<file path="src/rtl/tick_reinject_pkg.sv">
package tick_reinject_pkg;

  // Raise a periodic reload to the floor; leave one-shot reloads alone.
  function automatic logic [31:0] floor_period(
    input logic        periodic,
    input logic [31:0] req,
    input logic [31:0] floor_val
  );
    if (periodic && (req < floor_val)) floor_period = floor_val;
    else                               floor_period = req;
  endfunction

  typedef enum logic [1:0] {
    DLV_IDLE  = 2'd0,
    DLV_PULSE = 2'd1
  } dlv_state_e;

endpackage

</file>
<file path="src/rtl/tick_credit_counter.sv">
module tick_credit_counter #(
  parameter int CREDIT_W = 8
) (
  input  logic                clk,
  input  logic                rst,
  input  logic                expire_i,
  input  logic                ack_i,
  input  logic                clear_i,
  input  logic                reinject_i,
  output logic [CREDIT_W-1:0] count_o,
  output logic                sched_o
);
  localparam logic [CREDIT_W-1:0] MAX_CNT = {CREDIT_W{1'b1}};
  localparam int                  SUM_W   = CREDIT_W + 1;

  logic [CREDIT_W-1:0] cnt_q, cnt_d;
  logic                accept;
  logic [SUM_W-1:0]    sum;

  // An expiry is accepted when reinjection is on or nothing is outstanding.
  assign accept = expire_i && (reinject_i || (cnt_q == '0));
  assign sum    = {1'b0, cnt_q} + {{CREDIT_W{1'b0}}, accept};

  always_comb begin
    cnt_d = cnt_q;
    if (clear_i) begin
      cnt_d = '0;
    end else if (ack_i) begin
      if (sum == '0) cnt_d = '0;                        // spurious acknowledge
      else           cnt_d = CREDIT_W'(sum - SUM_W'(1));
    end else if (sum > {1'b0, MAX_CNT}) begin
      cnt_d = MAX_CNT;                                  // saturate
    end else begin
      cnt_d = sum[CREDIT_W-1:0];
    end
  end

  assign sched_o = !clear_i && (accept || (ack_i && (sum > SUM_W'(1))));

  always_ff @(posedge clk) begin
    if (rst) cnt_q <= '0;
    else     cnt_q <= cnt_d;
  end

  assign count_o = cnt_q;

  assert_spurious_ack_R6: assert property (@(posedge clk) disable iff (rst)
    (ack_i && !expire_i && !clear_i && cnt_q == '0) |=> (cnt_q == '0));

  assert_saturate_R11: assert property (@(posedge clk) disable iff (rst)
    (expire_i && !ack_i && !clear_i && cnt_q == MAX_CNT) |=> (cnt_q == MAX_CNT));

  assert_clear_R8: assert property (@(posedge clk) disable iff (rst)
    clear_i |=> (cnt_q == '0));

  assert_net_update_R12: assert property (@(posedge clk) disable iff (rst)
    (expire_i && ack_i && reinject_i && !clear_i && cnt_q != '0 && cnt_q != MAX_CNT)
      |=> (cnt_q == $past(cnt_q)));

  assert_drop_R3: assert property (@(posedge clk) disable iff (rst)
    (expire_i && !ack_i && !clear_i && !reinject_i && cnt_q != '0)
      |=> (cnt_q == $past(cnt_q)));
endmodule

</file>
<file path="src/rtl/tick_delivery.sv">
module tick_delivery
  import tick_reinject_pkg::*;
(
  input  logic clk,
  input  logic rst,
  input  logic sched_i,
  input  logic arm_i,
  input  logic cancel_i,
  output logic irq_o
);
  logic       work_q;
  logic       armed_q;
  dlv_state_e st_q;
  logic       consume, fire;

  // Scheduled work is consumed whenever the line is idle; it fires only if armed.
  assign consume = work_q && (st_q == DLV_IDLE);
  assign fire    = consume && armed_q;

  always_ff @(posedge clk) begin
    if (rst) begin
      work_q  <= 1'b0;
      armed_q <= 1'b1;
      st_q    <= DLV_IDLE;
    end else begin
      if (cancel_i)     work_q <= 1'b0;
      else if (sched_i) work_q <= 1'b1;
      else if (consume) work_q <= 1'b0;

      if (arm_i)     armed_q <= 1'b1;
      else if (fire) armed_q <= 1'b0;

      st_q <= fire ? DLV_PULSE : DLV_IDLE;
    end
  end

  assign irq_o = (st_q == DLV_PULSE);

  assert_one_cycle_pulse_R5: assert property (@(posedge clk) disable iff (rst)
    irq_o |=> !irq_o);

  assert_needs_arm_R4: assert property (@(posedge clk) disable iff (rst)
    $rose(irq_o) |-> $past(armed_q));

  assert_rearm_R7: assert property (@(posedge clk) disable iff (rst)
    arm_i |=> armed_q);
endmodule

</file>
<file path="src/rtl/tick_period_floor.sv">
module tick_period_floor
  import tick_reinject_pkg::*;
#(
  parameter int PERIOD_W   = 16,
  parameter int MIN_PERIOD = 100
) (
  input  logic                clk,
  input  logic                rst,
  input  logic                load_i,
  input  logic                periodic_i,
  input  logic [PERIOD_W-1:0] period_i,
  output logic [PERIOD_W-1:0] period_o
);
  localparam logic [31:0] FLOOR = 32'(MIN_PERIOD);

  logic [PERIOD_W-1:0] per_q;
  logic [31:0]         picked;

  assign picked = floor_period(periodic_i, 32'(period_i), FLOOR);

  always_ff @(posedge clk) begin
    if (rst)         per_q <= '0;
    else if (load_i) per_q <= PERIOD_W'(picked);
  end

  assign period_o = per_q;

  assert_floor_R10: assert property (@(posedge clk) disable iff (rst)
    (load_i && periodic_i) |=> (32'(per_q) >= FLOOR));

  assert_oneshot_R10: assert property (@(posedge clk) disable iff (rst)
    (load_i && !periodic_i) |=> (per_q == $past(period_i)));
endmodule

</file>
<file path="src/rtl/tick_reinject_ctrl.sv">
module tick_reinject_ctrl #(
  parameter int CREDIT_W   = 8,
  parameter int PERIOD_W   = 16,
  parameter int MIN_PERIOD = 100
) (
  input  logic                clk,
  input  logic                rst,
  input  logic                tick_expire,
  input  logic                irq_ack,
  input  logic                irq_unmask,
  input  logic                timer_reprog,
  input  logic                reprog_periodic,
  input  logic [PERIOD_W-1:0] reprog_period,
  input  logic                reinject_en,
  output logic                irq_out,
  output logic [CREDIT_W-1:0] credit_count,
  output logic [PERIOD_W-1:0] eff_period
);
  logic clear, arm, sched;

  assign clear = timer_reprog || irq_unmask;
  assign arm   = irq_ack || clear;

  tick_credit_counter #(.CREDIT_W(CREDIT_W)) u_credit (
    .clk(clk), .rst(rst),
    .expire_i(tick_expire), .ack_i(irq_ack), .clear_i(clear),
    .reinject_i(reinject_en),
    .count_o(credit_count), .sched_o(sched)
  );

  tick_delivery u_dlv (
    .clk(clk), .rst(rst),
    .sched_i(sched), .arm_i(arm), .cancel_i(timer_reprog),
    .irq_o(irq_out)
  );

  tick_period_floor #(.PERIOD_W(PERIOD_W), .MIN_PERIOD(MIN_PERIOD)) u_floor (
    .clk(clk), .rst(rst),
    .load_i(timer_reprog), .periodic_i(reprog_periodic), .period_i(reprog_period),
    .period_o(eff_period)
  );

  assert_first_tick_R2: assert property (@(posedge clk) disable iff (rst)
    (tick_expire && !clear && reinject_en && credit_count == '0 && !irq_ack)
      |=> (credit_count == CREDIT_W'(1)));

  assert_unmask_R9: assert property (@(posedge clk) disable iff (rst)
    irq_unmask |=> (credit_count == '0));
endmodule

</file>
<file path="config.mk">
export PLATFORM = sky130hd
export DESIGN_NAME = tick_reinject_ctrl
export DESIGN_NICKNAME = d
export VERILOG_FILES = /design/src/rtl/tick_reinject_pkg.sv /design/src/rtl/tick_credit_counter.sv /design/src/rtl/tick_delivery.sv /design/src/rtl/tick_period_floor.sv /design/src/rtl/tick_reinject_ctrl.sv
export SDC_FILE = /design/constraint.sdc
export NUM_CORES = 1
export LEC_CHECK = 0
export BUFFER_PORTS_ARGS = -buffer_cell sky130_fd_sc_hd__buf_4
export CORE_MARGIN = 5
export CORE_UTILIZATION = 50
export DETAILED_ROUTE_END_ITERATION = 10
export PLACE_DENSITY_LB_ADDON = 0.3
export SLEW_MARGIN = 20
export SYNTH_ARGS = -nofsm -noshare
export SYNTH_HDL_FRONTEND = slang
export SYNTH_SLANG_ARGS = --single-unit
export TNS_END_PERCENT = 30
</file>
<file path="constraint.sdc">
create_clock -name clk -period 3.4 [get_ports clk]
set_input_delay 0.68 -clock clk [delete_from_list [all_inputs] [get_ports clk]]
set_output_delay 0.68 -clock clk [all_outputs]
set_load 0.05 [all_outputs]
</file>
# Yosys cells after proc, flatten, opt, wreduce, memory -nomap -nowiden
# Index checks and enable logic that the tools add are counted.
# totals
register_bits	28
latch_bits	0
mem_bits_rw	0
rom_bits	0
mem_count	0
# classes
add_sub_neg	2
multipliers	0
div_mod_pow	0
magnitude_cmp	3
eq_ne	1
shift	0
mux	7
bitwise	0
n_reduce_logical	18
# op_table
operator	count
$mux 8	3
$lt 16x7->1 const B	1
$mux 16	1
$add 8x1->9	1
$gt 9x1->1 const B	1
$gt 9x8->1 const B	1
$logic_not 9->1	1
$logic_not 8->1	1
$sub 8x1->8 const B	1
$logic_and 1x1->1	6
$reduce_or 2->1	3
$logic_or 1x1->1	4
$mux 1	3
$eq 2x1->1 const B	1
$logic_not 2->1	1
$reduce_bool 2->1	1
$logic_not 1->1	1

# Depth between registers and ports, before layout
# depth
depth_word	9
depth_mapped	13
depth_no_buf	12

# By module
# A second synthesis with hierarchy kept.
# hier_totals
hier_cells	209
hier_area_um2	1716.6
# by_module_without_submodules
mod	instances	cells_per_inst	area_each_um2
tick_credit_counter	1	137	962.2
tick_period_floor	1	62	641.9
tick_delivery	1	8	100.1
tick_reinject_ctrl	1	2	12.5

# Least setup slack after synthesis
# No wires, ideal clock.
# synth_timing
path_type	reg-to-reg
start	register u_credit.cnt_q[5], in the netlist u_credit.count_o[5]
end	register u_credit.cnt_q[6], in the netlist u_credit.count_o[6]
t_arrival_ps	2871
required_ps	3273
setup_slack_ps	402
path_stages_with_launch	14
period_less_slack_ps	2998
cell_sequence	dfxtp_1 -> buf_2 -> nor2_1 -> a31oi_1 -> nor2b_1 -> ha_1 -> ha_1 -> buf_2 -> nand2_1 -> a21oi_1 -> o31ai_1 -> a41o_2 -> nor2_1 -> or3_1
# synth_between
elab_chain_len	7
elab_cells_between_ends	10
# synth_lines
item	line_no	source
start, declared	tick_credit_counter.sv:16	logic [CREDIT_W-1:0] cnt_q, cnt_d;
start signal, assigned	tick_credit_counter.sv:42	else cnt_q <= cnt_d;
$logic_not 8->1	tick_credit_counter.sv:21	assign accept = expire_i && (reinject_i || (cnt_q == '0));
$logic_or 1x1->1	tick_credit_counter.sv:21	
$logic_and 1x1->1	tick_credit_counter.sv:21	
$add 8x1->9 *	tick_credit_counter.sv:22	assign sum = {1'b0, cnt_q} + {{CREDIT_W{1'b0}}, accept};
$sub 8x1->8, or another cell as far along	tick_credit_counter.sv:30	else cnt_d = CREDIT_W'(sum - SUM_W'(1));
$mux 8 (on tied branches)	tick_credit_counter.sv:29, tick_credit_counter.sv:31	
$mux 8 *	tick_credit_counter.sv:28	end else if (ack_i) begin
# Mark *: on every way between the ends. The rest lies on a longest branch, timed or not.
# A chain may end at the register's enable or synchronous reset.

# Final worst setup path
# layout_timing
start	register u_credit.cnt_q[1], in the netlist u_credit.count_o[1]
end	register u_credit.cnt_q[6], in the netlist u_credit.count_o[6]
# The elaborated chain is that of the path after synthesis.

==> results.md <==
* Status: complete, no violations
* DRT Pass-1 Iters at 4
* Commonest cells post-synth: dfxtp_1 (27), nor2_1 (17), nand2_1 (15), a22o_1 (12), o21ai_0 (9)
* Clk pin slew, worst setup/hold paths at roughly 130 ps
* Critical-path cell list: nor4_1 -> a31oi_1 -> nor2b_1 -> ha_1 -> ha_1 -> nand2_1 -> o21ai_1 -> a41o_2 -> nor2_1 -> or3_1
* First-pass GRT wire length at between 6000 and 7000 um
* Final Skew at around 12 ps
* Async S/R FF share, synth at 0%
* CP endpoint kind: flip-flop
* Port Buffer Count at 48
* Avg Cell Area, Syn at slightly below 9 um^2
* Delay of the slowest critical-path stage at 420 ps
* Cts hold-fix bufs at 0
* Mapped Cells at about 170
* Crit start category: flip-flop
* Final setup violating endpoints at 0
* Initial antenna violation count at 0
* DRT iter0 DRCs at 71
* R2r startpoint: u_credit.count_o[1]
* Setup Buffers After CTS at 0
* Slowest cell on crit path: dfxtp_1
* Worst skew pair latency at roughly 330 ps
* Antenna Diode Count at 0
* All-Layer GR Usage at roughly a fifth
* Layout Area Growth over Synthesis at 25.90%
* Placed instance count at 248
* Req. time, crit path at between 3000 and 4000 ps
* FMAX at approximately 330 MHz
* Layout cells sized above 1 at 29.22%
* Multi-input logic area at about 900 um^2
* Largest net degree at the start of global routing at 17
* Worst-path fanout max at 8
* DIE HEIGHT at 65.16 um
* H-tree levels at 1
* R2R setup slack at approximately 380 ps
* Post-route cell area at between 1500 and 2000 um^2
* Sink Count at 27
* Minimum hold slack at 478.7 ps
* RR Endpoint: u_credit.count_o[6]
* RSZ-0062 raised after global routing: no
* Fillers at 272
* Post-route non-filler standard cell count at approximately 250
* Final critical-path share of the clock period at between 80% and 90%
* Placed wire-length estimate at 3233 um
* Post-DP Area at about 1900 um^2
* Row count at 20
* Number of synthesized flops with an enable pin at 0
* Final core occ at between 60 and 70%
* Total negative setup slack at 0 ps
* Syn nets at between 200 and 250
* CTS tree: built
* Tot Pwr at between 0.6 and 0.7 mW
* Max clock buf depth at 2
* #FFs+latches synth at 27
* Count leader, synth: dfxtp_1
* Critical path arrival at roughly 3200 ps
* ANT nets after route at 0
* Delay-heaviest family, CP: simple AND/OR/NAND/NOR gates
* Core ar. at 2978 um^2
* Final Worst Setup Slack at 377.4 ps
* Max Cap Viol at 0
* Die W at 65.16 um
* Initial Util at 51.09%
* Cell Area, Synth at ~1500 um^2
* PD cells at roughly 340 nW/um^2
* Vias per inst at just under 6
* Dominant cells by area after synthesis: dfxtp_1 (36%), a22o_1 (6.9%), ha_1 (5.8%)
* Crit-path most repeated cell: ha_1
* Per-cell routed wire length at between 15 and 20 um
* Yosys warns at 0
* Peak supply drop at slightly above 400 uV
* Post-cts gate resize count at 0
* Hold endpoint: u_dlv.armed_q
* Vias at 1463
* Hold path depth at 2
* Buf/Inv on CP at 0
* Fin. Hold Viols at 0
* Min-delay worst type: reg -> reg
* Top Ports at 49
* Slew Limit Fails at 0
* Vias in the first global route at between 1000 and 1500
* Dominant cell type by area after synthesis: dfxtp_1
* Sequential fraction of the synthesis area at 35.53%
* Worst slack, placed at around 360 ps
* Post-layout min period at ~3000 ps
* Least-Margin Pin Slew at approximately 740 ps
* Root buf cell: clkbuf_4
* # nets final at between 200 and 300
* Synth Flop Type: dfxtp_1
* Register area at roughly 540 um^2
* Rel. slew slack at between 50% and 60%
* Critical path type: reg -> reg
* Die footprint at 4246 um^2
* HP Start: u_dlv.armed_q
* R2R cell count at 10
* Final WL at 4055 um
* Synth cell types at 48
* GR Overflow Total at 0
* DRC errors left at 0
* GP Congestion at roughly 0.98
* Post-synth top area share at between 30 and 40%
* CTS Buf Count at 3
* Leak at between 0.8 and 0.9 nW
-- registers in the layout (all words and copies together) (netlist names) --
signal / flops
u_floor.period_o: 16
u_credit.count_o: 8
u_dlv.armed_q: 1
u_dlv.st_q: 1
u_dlv.work_q: 1
-- worst max-delay path by stage --
stage	startpoint	to	slack, ps	cells after the start
after floorplan	u_credit.count_o[5]	u_credit.count_o[6]	400	13
after global placement	reinject_en	u_credit.count_o[6]	480	11
after detailed placement	reinject_en	u_credit.count_o[6]	360	11
after CTS	u_credit.count_o[1]	u_credit.count_o[6]	420	10
after global routing	u_credit.count_o[1]	u_credit.count_o[6]	170	10
final	u_credit.count_o[1]	u_credit.count_o[6]	380	10
-- area by class of cell --
| type | count | share of cell area [%] |
|---|---|---|
| Multi-Input combinational cell | 131 | 46.90 |
| Sequential cell | 27 | 28.22 |
| Timing Repair Buffer | 51 | 19.99 |
| Tap cell | 33 | 2.155 |
| Clock buffer | 3 | 1.176 |
| Inverter | 6 | 1.176 |
| Clock inverter | 1 | 0.3919 |
-- layer usage --
layer  vias up  share of wire, %  track usage (%)
met5         -                 0                0
met4         0               1.3            2.591
met3         7               8.0            5.470
met2        62                48            31.98
met1       669                43            24.01
li1        725                 -                -
-- power breakdown --
| group | switching [mW] | internal [mW] |
|---|---|---|
| Clock | 0.0937 | 0.0450 |
| Sequential | 0.0108 | 0.331 |
| Combinational | 0.110 | 0.0669 |
| Total | 0.214 | 0.443 |
-- logic make-up (layout without fill, tap and decap cells) --
| family | Yosys count | in the layout | share of synthesized area, % |
|---|---|---|---|
| AOI/OAI and AO/OA | 44 | 44 | 21.55 |
| xor gates and xnor gates | 11 | 11 | 6.826 |
| adders and majority gates | 7 | 7 | 5.756 |
| buffers and inverters | 16 | 61 | 5.838 |
| DFF | 27 | 27 | 35.53 |
| muxes | 2 | 2 | 1.316 |
| and+or+nand+nor | 67 | 67 | 23.19 |
-- worst min-delay path, stage by stage, from the launching register on --
cell,delay [ps]
dfxtp_1,330
o21ai_0,70
nand2_1,50
-- layout by cell type, fill, tap and decap left out, types with 3 or more instances in the layout --
master,instances
nor4_1,3
inv_1,6
buf_4,51
xnor2_1,8
nand3_1,6
nor3_1,7
or3_1,4
o21ai_0,9
a22o_1,12
clkbuf_4,3
dfxtp_1,27
ha_1,7
nand2_1,15
a21oi_1,3
nor2_1,17
No activity file was read; power rests on OpenSTA's default activity.
